==> config.mk <==
export PLATFORM = sky130hd
export DESIGN_NAME = usb_in_dma_seq
export DESIGN_NICKNAME = d
export VERILOG_FILES = /design/src/rtl/usb_in_dma_pkg.sv /design/src/rtl/usb_in_len_eng.sv /design/src/rtl/usb_in_done_flag.sv /design/src/rtl/usb_in_dma_seq.sv
export SDC_FILE = /design/constraint.sdc
export NUM_CORES = 1
export LEC_CHECK = 0
export BUFFER_PORTS_ARGS = -buffer_cell sky130_fd_sc_hd__buf_2
export CAP_MARGIN = 20
export CORE_UTILIZATION = 45
export CTS_CLUSTER_DIAMETER = 40
export DETAILED_ROUTE_END_ITERATION = 6
export GPL_TIMING_DRIVEN = 0
export PLACE_DENSITY = 0.76
export SYNTH_ARGS = -nofsm -noshare
export SYNTH_HDL_FRONTEND = slang
export SYNTH_SLANG_ARGS = --single-unit
==> constraint.sdc <==
create_clock -name clk -period 1.7 [get_ports clk]
set_input_delay 0.34 -clock clk [delete_from_list [all_inputs] [get_ports clk]]
set_output_delay 0.34 -clock clk [all_outputs]
set_load 0.01 [all_outputs]
==> src/rtl/usb_in_dma_pkg.sv <==
package usb_in_dma_pkg;

  // Length of the next packet for the given mode and remaining count.
  function automatic int next_len(bit byte_mode, int remain, int buf_sz);
    if (!byte_mode) return buf_sz;
    return (remain < buf_sz) ? remain : buf_sz;
  endfunction

  // True when the packet taken now finishes the transfer.
  function automatic bit is_final(bit byte_mode, int remain, int buf_sz);
    if (byte_mode) return remain < buf_sz;
    return remain == 1;
  endfunction

  // Count left after one packet has been taken.
  function automatic int after_take(bit byte_mode, int remain, int buf_sz);
    return byte_mode ? remain - next_len(1'b1, remain, buf_sz) : remain - 1;
  endfunction

endpackage

==> src/rtl/usb_in_len_eng.sv <==
module usb_in_len_eng
  import usb_in_dma_pkg::*;
#(
  parameter int CNT_W     = 10,
  parameter int BUF_BYTES = 64,
  parameter int LEN_W     = 7
) (
  input  logic             clk,
  input  logic             rst_n,
  input  logic             bus_rst,
  input  logic             ctl_wr,
  input  logic             wr_mode,
  input  logic             wr_start,
  input  logic [CNT_W-1:0] wr_size,
  input  logic             in_req,
  input  logic             ep_clr,
  output logic             busy,
  output logic             byte_mode,
  output logic [CNT_W-1:0] remain,
  output logic [LEN_W-1:0] pkt_len,
  output logic             fin_evt
);

  logic take_evt;   // accepted IN transaction
  logic load_evt;   // control write that is accepted
  logic start_evt;  // load that asks for a start
  logic empty_buf;  // buffer-mode start with size 0
  logic last_pkt;

  always_comb begin
    pkt_len   = busy ? LEN_W'(next_len(byte_mode, int'(remain), BUF_BYTES)) : '0;
    last_pkt  = is_final(byte_mode, int'(remain), BUF_BYTES);
    take_evt  = busy && in_req && !ep_clr && !bus_rst;
    load_evt  = ctl_wr && !busy && !ep_clr && !bus_rst;
    start_evt = load_evt && wr_start;
    empty_buf = !wr_mode && (wr_size == '0);
    fin_evt   = (take_evt && last_pkt) || (start_evt && empty_buf);
  end

  always_ff @(posedge clk or negedge rst_n) begin
    if (!rst_n) begin
      busy      <= 1'b0;
      byte_mode <= 1'b0;
      remain    <= '0;
    end else if (bus_rst) begin
      busy      <= 1'b0;
      byte_mode <= 1'b0;
      remain    <= '0;
    end else if (ep_clr) begin
      busy <= 1'b0;
    end else if (take_evt) begin
      remain <= CNT_W'(after_take(byte_mode, int'(remain), BUF_BYTES));
      if (last_pkt) busy <= 1'b0;
    end else if (load_evt) begin
      byte_mode <= wr_mode;
      remain    <= wr_size;
      busy      <= wr_start && !empty_buf;
    end
  end

  AST_BUF_FULL_LEN: assert property (@(posedge clk) disable iff (!rst_n)
    busy && !byte_mode |-> pkt_len == LEN_W'(BUF_BYTES));
  AST_LEN_BOUND: assert property (@(posedge clk) disable iff (!rst_n)
    busy && byte_mode |-> (int'(pkt_len) <= int'(remain)) && (int'(pkt_len) <= BUF_BYTES));
  AST_ABORT_IDLE: assert property (@(posedge clk) disable iff (!rst_n)
    ep_clr |=> !busy);
  AST_BUSY_LOCK: assert property (@(posedge clk) disable iff (!rst_n)
    busy && ctl_wr && !in_req && !ep_clr && !bus_rst |=> busy && $stable(remain) && $stable(byte_mode));
  AST_BUSRST_CLEAR: assert property (@(posedge clk) disable iff (!rst_n)
    bus_rst |=> !byte_mode && !busy && remain == '0);
  AST_IDLE_REQ: assert property (@(posedge clk) disable iff (!rst_n)
    !busy && in_req && !ctl_wr && !bus_rst |=> !busy && $stable(remain));

endmodule

==> src/rtl/usb_in_done_flag.sv <==
module usb_in_done_flag (
  input  logic clk,
  input  logic rst_n,
  input  logic bus_rst,
  input  logic set_evt,
  input  logic clr_evt,
  output logic done
);

  always_ff @(posedge clk or negedge rst_n) begin
    if (!rst_n)        done <= 1'b0;
    else if (bus_rst)  done <= 1'b0;
    else if (set_evt)  done <= 1'b1;
    else if (clr_evt)  done <= 1'b0;
  end

  AST_DONE_STICKY: assert property (@(posedge clk) disable iff (!rst_n)
    done && !clr_evt && !bus_rst |=> done);
  AST_SET_WINS: assert property (@(posedge clk) disable iff (!rst_n)
    set_evt && !bus_rst |=> done);

endmodule

==> src/rtl/usb_in_dma_seq.sv <==
module usb_in_dma_seq #(
  parameter int CNT_W     = 10,
  parameter int BUF_BYTES = 64,
  parameter int LEN_W     = $clog2(BUF_BYTES + 1)
) (
  input  logic             clk,
  input  logic             rst_n,
  input  logic             bus_rst,
  input  logic             reg_we,
  input  logic             reg_addr,
  input  logic [15:0]      reg_wdata,
  output logic [15:0]      reg_rdata,
  input  logic             in_req,
  input  logic             ep_clr,
  output logic [LEN_W-1:0] pkt_len,
  output logic             xfer_busy,
  output logic             done_irq
);

  localparam int RSV_W = 15 - CNT_W;

  logic             ctl_wr;
  logic             sts_clr;
  logic             byte_mode;
  logic             fin_evt;
  logic [CNT_W-1:0] remain;
  logic             unused_rsvd;

  assign ctl_wr      = reg_we && !reg_addr;
  assign sts_clr     = reg_we && reg_addr && reg_wdata[0];
  assign unused_rsvd = ^reg_wdata[13:CNT_W];

  usb_in_len_eng #(.CNT_W(CNT_W), .BUF_BYTES(BUF_BYTES), .LEN_W(LEN_W)) u_eng (
    .clk       (clk),
    .rst_n     (rst_n),
    .bus_rst   (bus_rst),
    .ctl_wr    (ctl_wr),
    .wr_mode   (reg_wdata[15]),
    .wr_start  (reg_wdata[14]),
    .wr_size   (reg_wdata[CNT_W-1:0]),
    .in_req    (in_req),
    .ep_clr    (ep_clr),
    .busy      (xfer_busy),
    .byte_mode (byte_mode),
    .remain    (remain),
    .pkt_len   (pkt_len),
    .fin_evt   (fin_evt)
  );

  usb_in_done_flag u_done (
    .clk     (clk),
    .rst_n   (rst_n),
    .bus_rst (bus_rst),
    .set_evt (fin_evt),
    .clr_evt (sts_clr),
    .done    (done_irq)
  );

  always_comb begin
    if (!reg_addr) reg_rdata = {byte_mode, {RSV_W{1'b0}}, remain};
    else           reg_rdata = {14'b0, xfer_busy, done_irq};
  end

  AST_ABORT_NO_DONE: assert property (@(posedge clk) disable iff (!rst_n)
    ep_clr && !done_irq |=> !done_irq);
  AST_IDLE_LEN_ZERO: assert property (@(posedge clk) disable iff (!rst_n)
    !xfer_busy |-> pkt_len == '0);

endmodule

==> run_results.csv, run 1 <==
group,metric,value,unit
timing,setup_viol,14,
timing,hold_violations,0,
final_layout,antennaDiodeCount,0,
global_routing,grt_pass1_wl,7.389,mm
clocking,clk_latency,0.29,ns
routing,vias,1722,
synth,synth-xor-area-share,0.6524,%
power,power_frac_comb,41.4,%
floorplan,die_y,56.62,um
synth,syn_inst,176,
synth,ys.warnings.count,0,
power,p_sw_share,37.56,%
synth,yosysMostFrequentCell,"nand2_1",
critical_path,crit_fanout,4,
run,maxCapViolCount,0,
synth,async_flop_share,100.0,%
critical_path,critPathArrivalTime,1.64,ns
final_layout,layout-drive-gt1-share,41.45,%
routing,dr.pass1.iters,5,
placed_design,place.detailed.hpwl,3.124,mm
critical_path,end_kind,"output pin",
power,powerDensity,498.7,mW/mm2
synth,synth_top_family_by_area,"simple AND/OR/NAND/NOR gates",
timing,period_minus_slack,1.984,ns
synth,synth_top_area_share,24.23,%
clocking,clk_pin_slew,0.09,ns
clocking,clkSinkCount,13,
final_layout,regArea,330.3,um2
routing,drt_iter0_markers,134,
global_routing,first_global_vias,1596,
hold_path,hold_class,"in2reg",
power,power_frac_clock,22.3,%
placed_design,gp_congestion,0.9414,
floorplan,rows,19,
timing,maxSlewViolCount,0,
final_layout,nets,262,
clocking,cts_tree,"done",
timing,fin_setup_tns,-2.040,ns
routing,wl_per_cell,18.00,um
timing,final.period_utilization,116.7,%
global_routing,antenna_found_initial,0,
placed_design,dp_slack,-0.3940,ns
clocking,cts_root_buf,"clkbuf_4",
critical_path,crit_type,"reg2out",
synth,synth_compound_area_share,27.03,%
power,seqPwrFrac,36.3,%
synth,syn_avg_cell_area,7.628,um2
outcome,failed_checks,"setup timing",
power,p_int,0.0005906,W
synth,synth-main-ff-cell,"dfrtp_1",
critical_path,r2r_slack,-0.15,ns
power,leakage,0.8562,nW
critical_path,worst_ep_required_time,1.36,ns
power,peakVddDrop,0.4146,mV
routing,remaining_drc_errors,0,
synth,synth_largest_area_cell,"dfrtp_1",
synth,yosysSeqAreaShare,24.23,%
timing,fmax,504.2,MHz
final_layout,area_growth_syn_to_layout,41.29,%
floorplan,initial_core_util,48.27,%
clocking,cts_buffers,3,
global_routing,grt_overflow,0,
synth,synthTopCellsByArea,"dfrtp_1, nand2_1, o21ai_0",
global_routing,grt_max_degree,14,
timing,relSlewSlack,55.23,%
outcome,status,"finished, violations left",
synth,synth-simple-area-share,31.87,%
timing,fin_ws,-0.2835,ns
timing,finClkSkew,0.004069,ns
routing,viasPerCell,6.498,
synth,synthDistinctLibCells,50,
synth,synth.area.mux_share,2.982,%
synth,synth_edf_count,0,
floorplan,die_w,56.62,um
routing,wl,4.770,mm
final_layout,multiInputGateArea,0.001049,mm2
final_layout,fillers,221,
clocking,clockBufferDepth,2,
floorplan,core-area,0.002781,mm2
synth,synth_fa_ha_area_share,3.728,%
clocking,htree_levels,1,
global_routing,grt_usage,29.80,%
floorplan,io_pins,48,
critical_path,critPathLaunchType,"flop",
placed_design,portBuffers,36,
timing,tightest_slew,0.6690,ns
floorplan,fp.dieArea,0.003206,mm2
synth,netlist_area,0.001343,mm2
synth,synth-seq-cells,13,
routing,postRouteAntennaNets,0,
final_layout,final_util,68.20,%
synth,synth_commonest_cells,"nand2_1, dfrtp_1, clkbuf_1",
power,power.switching,0.0003553,W
timing,rsz0062_at_grt,"yes",
power,power,0.0009459,W
[power by group through the flow]
stage / Sequential, W / Clock, W / Combinational [W]
2_1_floorplan: 0.000340 / 0 / 0.000201
4_1_cts: 0.000342 / 0.000201 / 0.000359
3_3_place_gp: 0.000343 / 0 / 0.000290
3_5_place_dp: 0.000344 / 0 / 0.000293
5_1_grt: 0.000345 / 0.000217 / 0.000419
6_report: 0.000343 / 0.000211 / 0.000392
[state kept, by name, summed over array words and instances (netlist names)]
signal	flops
u_done.done	1
u_eng.busy	1
u_eng.byte_mode	1
u_eng.remain	10
[metal layers]
layer | vias to the layer above | share of wire (%) | global-route usage, %
met2 | 124 | 47 | 46.89
met1 | 810 | 39 | 39.71
met4 | 0 | 2.8 | 11.15
met3 | 18 | 11 | 6.682
li1 | 770 | - | -
met5 | - | 0 | 0
[cells in the final DEF (no fill, tap or decap), types with 4 or more instances in the layout]
cell type,Yosys,routed
buf_2,0,37
buf_4,5,17
nand2_1,15,12
nor2_1,11,11
o21ai_0,11,9
dfrtp_1,13,9
nor2b_1,8,8
conb_1,2,7
inv_1,7,5
nor3_1,7,5
a31oi_1,5,5
a21oi_1,5,5
clkbuf_4,0,4
buf_6,1,4
nand3_1,6,4
mux2i_1,4,4
nand4_1,4,4
dfrtp_2,0,4
[cell type report]
type	count	share of cell area, %
Multi-Input combinational cell	143	55.28
Sequential cell	13	17.41
Timing Repair Buffer	50	15.90
Buffer	17	6.596
Tap cell	31	2.045
Clock buffer	4	1.385
Inverter	7	1.385
[critical path: stages, from the launching register on]
cell and delay, ns:
dfrtp_2 0.46, nor4_4 0.38, and2_4 0.22, and3_1 0.17, buf_2 0.13
[final timing paths]
path	endpoint	cells after the start	start
max	pkt_len[3]	4	u_eng.remain[9]
min	u_eng.busy	3	reg_wdata[14]
max in group asynchronous	u_eng.remain[1]	2	rst_n
min in group asynchronous	u_eng.remain[8]	2	rst_n
max reg2reg	u_eng.remain[8]	4	u_eng.remain[5]
min reg2reg	u_eng.remain[1]	2	u_eng.remain[1]
[kinds of logic after synthesis]
logic type / after synthesis
other: 2
adder cells (fa/ha/maj): 4
buffers and inverters: 25
AND/OR/NAND/NOR: 76
multiplexers: 4
XOR/XNOR: 1
AO/OA/AOI/OAI: 51
flip-flops: 13
[through the flow]
step / cell area [um2] / cells / hold slack (ns)
5_1_grt: 1897 / 265 / 0.3316
2_1_floorplan: 1380 / 181 / 0.04441
6_report: 1897 / 265 / 0.3288
4_1_cts: 1822 / 260 / 0.3377
3_5_place_dp: 1599 / 248 / 0.2532
3_3_place_gp: 1599 / 248 / 0.2550
[timing repair]
| item | CTS | global route |
|---|---|---|
| gates cloned | 0 | 0 |
| pin swaps | 12 | 9 |
| setup endpoints to repair | 21 | 21 |
| resized for setup | 38 | 20 |
| hold buffers | 1 | 0 |
| endpoints found under the hold margin | 13 | 0 |
| buffers inserted | 8 | 7 |
(Power assumes the default switching activity.)
==> inputs of run 2 (changes only) <==
--- a/config.mk
+++ b/config.mk
@@ -7,10 +7,11 @@
 export LEC_CHECK = 0
 export BUFFER_PORTS_ARGS = -buffer_cell sky130_fd_sc_hd__buf_2
 export CAP_MARGIN = 20
+export CORE_ASPECT_RATIO = 2
 export CORE_UTILIZATION = 45
 export CTS_CLUSTER_DIAMETER = 40
 export DETAILED_ROUTE_END_ITERATION = 6
-export GPL_TIMING_DRIVEN = 0
+export GPL_ROUTABILITY_DRIVEN = 1
 export PLACE_DENSITY = 0.76
 export SYNTH_ARGS = -nofsm -noshare
 export SYNTH_HDL_FRONTEND = slang
==> run 2 against run 1 <==
Compared with the run above: the flow still finishes with violations (setup timing); critical path depth up 2; flip-flop and latch count unchanged; setup slack improved by 0.036 ns; maximum frequency is 1.8% higher; combinational power increased by 10%; critical path type unchanged; largest cell class unchanged; largest power group unchanged.
==> run_results.csv, run 2 (synthesized netlist as in run 1, its figures left out) <==
group,metric,value,unit
critical_path,crit_path_top_delay_cell,"dfrtp_1",
routing,viasPerCell,6.230,
clocking,post_cts_buffers,0,
critical_path,critPathBufInv,3,
outcome,status,"finished, violations left",
clocking,clkSinkCount,13,
routing,dr.pass1.iters,6,
global_routing,grt_pass1_wl,6.962,mm
floorplan,initial_core_util,47.88,%
power,power_frac_clock,27.3,%
power,peakVddDrop,0.3979,mV
final_layout,layout-drive-gt1-share,41.37,%
outcome,failed_checks,"setup timing",
final_layout,final_cell_mix,"buf_2, buf_4, nand2_1",
timing,rsz0062_at_grt,"yes",
routing,wl,4.941,mm
routing,drt_iter0_markers,95,
critical_path,path_cells,"buf_6 > nor4_4 > buf_4 > and2_4 > and3_4 > buf_6",
clocking,clk_pin_slew,0.06,ns
clocking,clockBufferDepth,2,
timing,final.period_utilization,114.6,%
timing,setup_viol,11,
floorplan,die_y,79.25,um
placed_design,dp_slack,-0.1275,ns
power,power_frac_comb,41.0,%
floorplan,die_w,40.62,um
final_layout,largest_reg_flops,10,
timing,hold_violations,0,
global_routing,grt_overflow,0,
timing,finClkSkew,0.004878,ns
timing,fmax,513.4,MHz
clocking,cts_root_buf,"clkbuf_8",
final_layout,regMostFlops,"u_eng.remain",
timing,period_minus_slack,1.948,ns
global_routing,grt_usage,30.75,%
floorplan,io_pins,48,
clocking,htree_levels,1,
power,leakage,0.9348,nW
critical_path,r2r_slack,-0.14,ns
floorplan,fp.dieArea,0.003219,mm2
critical_path,crit_top_cell,"buf_6",
final_layout,antennaDiodeCount,0,
timing,maxSlewViolCount,0,
run,maxCapViolCount,0,
hold_path,hold_class,"in2reg",
critical_path,critPathLaunchType,"flop",
critical_path,critPathArrivalTime,1.61,ns
placed_design,gp_congestion,0.9421,
critical_path,worst_ep_required_time,1.36,ns
clocking,cts_tree,"done",
final_layout,nets,277,
floorplan,rows,27,
critical_path,crit_fanout,4,
final_layout,area_growth_syn_to_layout,48.74,%
clocking,clk_latency,0.24,ns
power,powerDensity,527.1,mW/mm2
global_routing,first_global_vias,1591,
power,power.switching,0.0003645,W
timing,hold_slack,0.3812,ns
placed_design,place.detailed.hpwl,3.657,mm
critical_path,cp_slowest_stage_delay,0.39,ns
placed_design,portBuffers,38,
power,p_int,0.0006881,W
global_routing,grt_max_degree,15,
routing,remaining_drc_errors,0,
routing,wl_per_cell,17.77,um
routing,postRouteAntennaNets,0,
critical_path,cp_top_family,"simple AND/OR/NAND/NOR gates",
final_layout,final_util,71.22,%
final_layout,stdcell_area,0.001997,mm2
timing,fin_ws,-0.2476,ns
clocking,cts_buffers,3,
power,seqPwrFrac,31.6,%
global_routing,antenna_found_initial,0,
critical_path,crit_type,"reg2out",
routing,vias,1732,
power,p_sw_share,34.63,%
floorplan,core-area,0.002804,mm2
critical_path,end_kind,"output pin",
placed_design,placed_cell_area,0.001818,mm2
run 2: cell types whose count changed in the layout (fill, tap and decap cells not counted), sizes merged:
| cell | change |
|---|---|
| buf | +22 |
| clkbuf | -7 |
run 2: metal layers:
layer / vias up / wire length, um / track usage, %
met2: 105 / 2671 / 50.95
met1: 807 / 1811 / 34.04
met4: 0 / 170 / 18.00
met3: 19 / 287 / 4.469
met5: - / 0 / 0
li1: 801 / - / -
run 2: what timing repair did:
item / 4_1_cts / 5_1_grt
gates cloned: 0 / 1
gates resized for setup: 10 / 14
endpoints found under the setup margin: 12 / 17
hold buffers: 1 / 0
pin swaps: 6 / 10
hold endpoints to repair: 6 / 0
run 2: worst paths after layout:
kind | to | cells past startpoint | start
min | u_eng.remain[8] | 3 | reg_wdata[8]
min reg2reg | u_done.done | 2 | u_done.done
max in group asynchronous | u_eng.busy | 2 | rst_n
max | pkt_len[2] | 6 | u_eng.remain[9]
min in group asynchronous | u_eng.remain[2] | 2 | rst_n
max reg2reg | u_eng.remain[4] | 7 | u_eng.remain[9]
run 2: worst min-delay path: cells and delay by family:
family,cells,cell delay [ns]
simple gates,2,0.15
buf+inv,1,0.10
run 2: cell type report:
class	instances	area, um2
fill	244	807.0
multi-input combinational	143	1011
tap	29	36.28
timing repair buffer	82	551.8
sequential	13	326.6
inverter	7	26.28
clock buffer	4	45.04
run 2: through the flow:
stage	TNS, ns	power, W	cells
6_report	-1.826	0.001053	278
5_1_grt	-2.497	0.001088	278
4_1_cts	-1.803	0.001009	277
3_5_place_dp	-0.5034	0.0007092	272
3_3_place_gp	-0.3788	0.0007033	272
2_1_floorplan	-0.03643	0.0005413	181
run 2: power groups by stage:
stage | registers (W) | logic [W] | clock network, W
after global routing | 0.000335 | 0.000456 | 0.000297
after CTS | 0.000331 | 0.000389 | 0.000289
after global placement | 0.000336 | 0.000368 | 0
final | 0.000333 | 0.000432 | 0.000288
after floorplan | 0.000340 | 0.000201 | 0
after detailed placement | 0.000336 | 0.000373 | 0
==> inputs of run 3 (changes only) <==
--- a/config.mk
+++ b/config.mk
@@ -5,14 +5,14 @@
 export SDC_FILE = /design/constraint.sdc
 export NUM_CORES = 1
 export LEC_CHECK = 0
-export BUFFER_PORTS_ARGS = -buffer_cell sky130_fd_sc_hd__buf_2
 export CAP_MARGIN = 20
 export CORE_ASPECT_RATIO = 2
-export CORE_UTILIZATION = 45
+export CORE_UTILIZATION = 35
 export CTS_CLUSTER_DIAMETER = 40
 export DETAILED_ROUTE_END_ITERATION = 6
+export DONT_BUFFER_PORTS = 1
 export GPL_ROUTABILITY_DRIVEN = 1
-export PLACE_DENSITY = 0.76
+export PLACE_DENSITY_LB_ADDON = 0.25
 export SYNTH_ARGS = -nofsm -noshare
 export SYNTH_HDL_FRONTEND = slang
 export SYNTH_SLANG_ARGS = --single-unit
==> run 3 against run 2 <==
Compared with the run above: the flow still finishes with violations (setup timing); final cell count down 5.0%; count of clock-buffer cells in the layout unchanged; clock power increased by 5%; sequential share of layout area rose by 1.3 points; global-route usage is 5.0 points lower; first-iteration DRC count decreased by 18%; hold slack worse by 0.23 ns; critical path depth down 2; routed wire length is 3.8% higher; power down 3.0%; non-clock buffer count down 34; setup slack better by 0.082 ns.
==> run_results.csv, run 3 (synthesized netlist as in run 1, its figures left out) <==
group,metric,value,unit
global_routing,grt_pass1_wl,7.486,mm
floorplan,die_y,89.59,um
final_layout,final_cell_mix,"buf_4, nand2_1, dfrtp_1",
clocking,clk_latency,0.25,ns
placed_design,portBuffers,0,
outcome,failed_checks,"setup timing",
critical_path,path_cells,"nor4_4 > buf_4 > and2_4 > and3_4",
timing,period_minus_slack,1.866,ns
global_routing,antenna_found_initial,0,
critical_path,critPathLaunchType,"flop",
floorplan,io_pins,48,
placed_design,dp.cells,250,
critical_path,crit_type,"reg2out",
final_layout,final_cells,264,
final_layout,largest_reg_flops,10,
critical_path,crit_fanout,4,
critical_path,cp_slowest_stage_delay,0.44,ns
timing,maxSlewViolCount,0,
placed_design,place.detailed.hpwl,3.720,mm
timing,relSlewSlack,49.68,%
run,maxCapViolCount,0,
clocking,clockBufferDepth,2,
final_layout,layout-drive-gt1-share,32.09,%
routing,wl,5.128,mm
routing,vias,1624,
global_routing,grt_max_degree,19,
floorplan,fp.dieArea,0.004103,mm2
timing,rsz0062_at_grt,"yes",
critical_path,worst_ep_required_time,1.36,ns
timing,hold_slack,0.1467,ns
timing,final.period_utilization,109.8,%
critical_path,crit_path_top_delay_cell,"dfrtp_2",
power,powerDensity,551.1,mW/mm2
timing,setup_viol,12,
power,peakVddDrop,0.4358,mV
timing,fin_setup_tns,-1.394,ns
routing,viasPerCell,6.152,
hold_path,hold_class,"in2reg",
clocking,htree_levels,1,
timing,fin_ws,-0.1660,ns
floorplan,die_w,45.80,um
final_layout,antennaDiodeCount,0,
final_layout,final_common_cell,"buf_4",
floorplan,rows,31,
final_layout,nets,243,
timing,tightest_slew,0.7523,ns
placed_design,gp_congestion,0.9208,
outcome,status,"finished, violations left",
floorplan,core-area,0.003646,mm2
timing,fmax,535.9,MHz
power,leakage,0.7931,nW
routing,wl_per_cell,19.42,um
timing,finClkSkew,0.001765,ns
clocking,cts_root_buf,"clkbuf_8",
routing,remaining_drc_errors,0,
global_routing,first_global_vias,1516,
routing,drt_iter0_markers,78,
global_routing,grt_overflow,0,
clocking,cts_buffers,3,
placed_design,placed_cell_area,0.001623,mm2
routing,postRouteAntennaNets,0,
final_layout,stdcell_area,0.001853,mm2
critical_path,end_kind,"output pin",
clocking,clkSinkCount,13,
final_layout,regMostFlops,"u_eng.remain",
global_routing,grt_usage,25.70,%
clocking,cts_tree,"done",
final_layout,area_growth_syn_to_layout,38.02,%
timing,hold_violations,0,
critical_path,critPathArrivalTime,1.53,ns
floorplan,initial_core_util,36.82,%
clocking,clk_pin_slew,0.06,ns
routing,dr.pass1.iters,4,
[run 3: cell types whose count changed in the layout (fill, tap and decap cells not counted), sizes merged]
cell,delta
buf,-34
[run 3: path summary, 6_finish.rpt]
kind | startpoint | depth (start not counted) | slack [ns] | to
max | u_eng.remain[9] | 4 | -0.17 | pkt_len[4]
min | bus_rst | 1 | 0.15 | u_done.done
max reg2reg | u_eng.remain[8] | 8 | -0.11 | u_eng.remain[1]
min reg2reg | u_done.done | 2 | 0.64 | u_done.done
max in group asynchronous | rst_n | 1 | 0.59 | u_eng.remain[9]
min in group asynchronous | rst_n | 1 | 0.60 | u_eng.remain[6]
[run 3: report_power, final]
group | total (W) | switching (W) | internal (W)
clock | 0.000301 | 0.000134 | 0.000167
sequential | 0.000333 | 0.0000107 | 0.000323
combinational | 0.000387 | 0.000202 | 0.000186
total | 0.00102 | 0.000347 | 0.000675
[run 3: cell type report]
class                           count  area, um2
Clock buffer                        4      45.04
Fill cell                         397       1793
Inverter                            7      26.28
Multi-Input combinational cell    143       1015
Sequential cell                    13      326.6
Tap cell                           49      61.31
Timing Repair Buffer               48      379.1
[run 3: what timing repair did]
item / 4_1_cts / 5_1_grt
pin swaps: 3 / 6
buffers inserted: 2 / 6
gates cloned: 0 / 1
endpoints found under the hold margin: 13 / 0
gates resized for setup: 13 / 14
hold buffers: 1 / 0
endpoints found under the setup margin: 15 / 17
[run 3: through the flow]
step	setup WS (ns)	utilization (%)	total power, W
5_1_grt	-0.2164	50.82	0.001065
6_report	-0.1660	50.82	0.001021
2_1_floorplan	-0.02706	-	0.0005413
4_1_cts	-0.1803	48.01	0.0009750
3_3_place_gp	-0.1182	44.51	0.0006439
3_5_place_dp	-0.1328	44.51	0.0006469
[run 3: metal layers]
metal	track usage, %	up-vias	wire (um)
met4	16.58	0	278
met2	43.77	91	2700
met1	28.25	780	1762
met5	0	-	0
met3	4.200	27	387
li1	-	726	-
[run 3: critical path, delay by kind of cell, from the launching register on]
kind,cells,cell delay [ns]
flops,1,0.44
buf+inv,1,0.19
simple gates,3,0.65
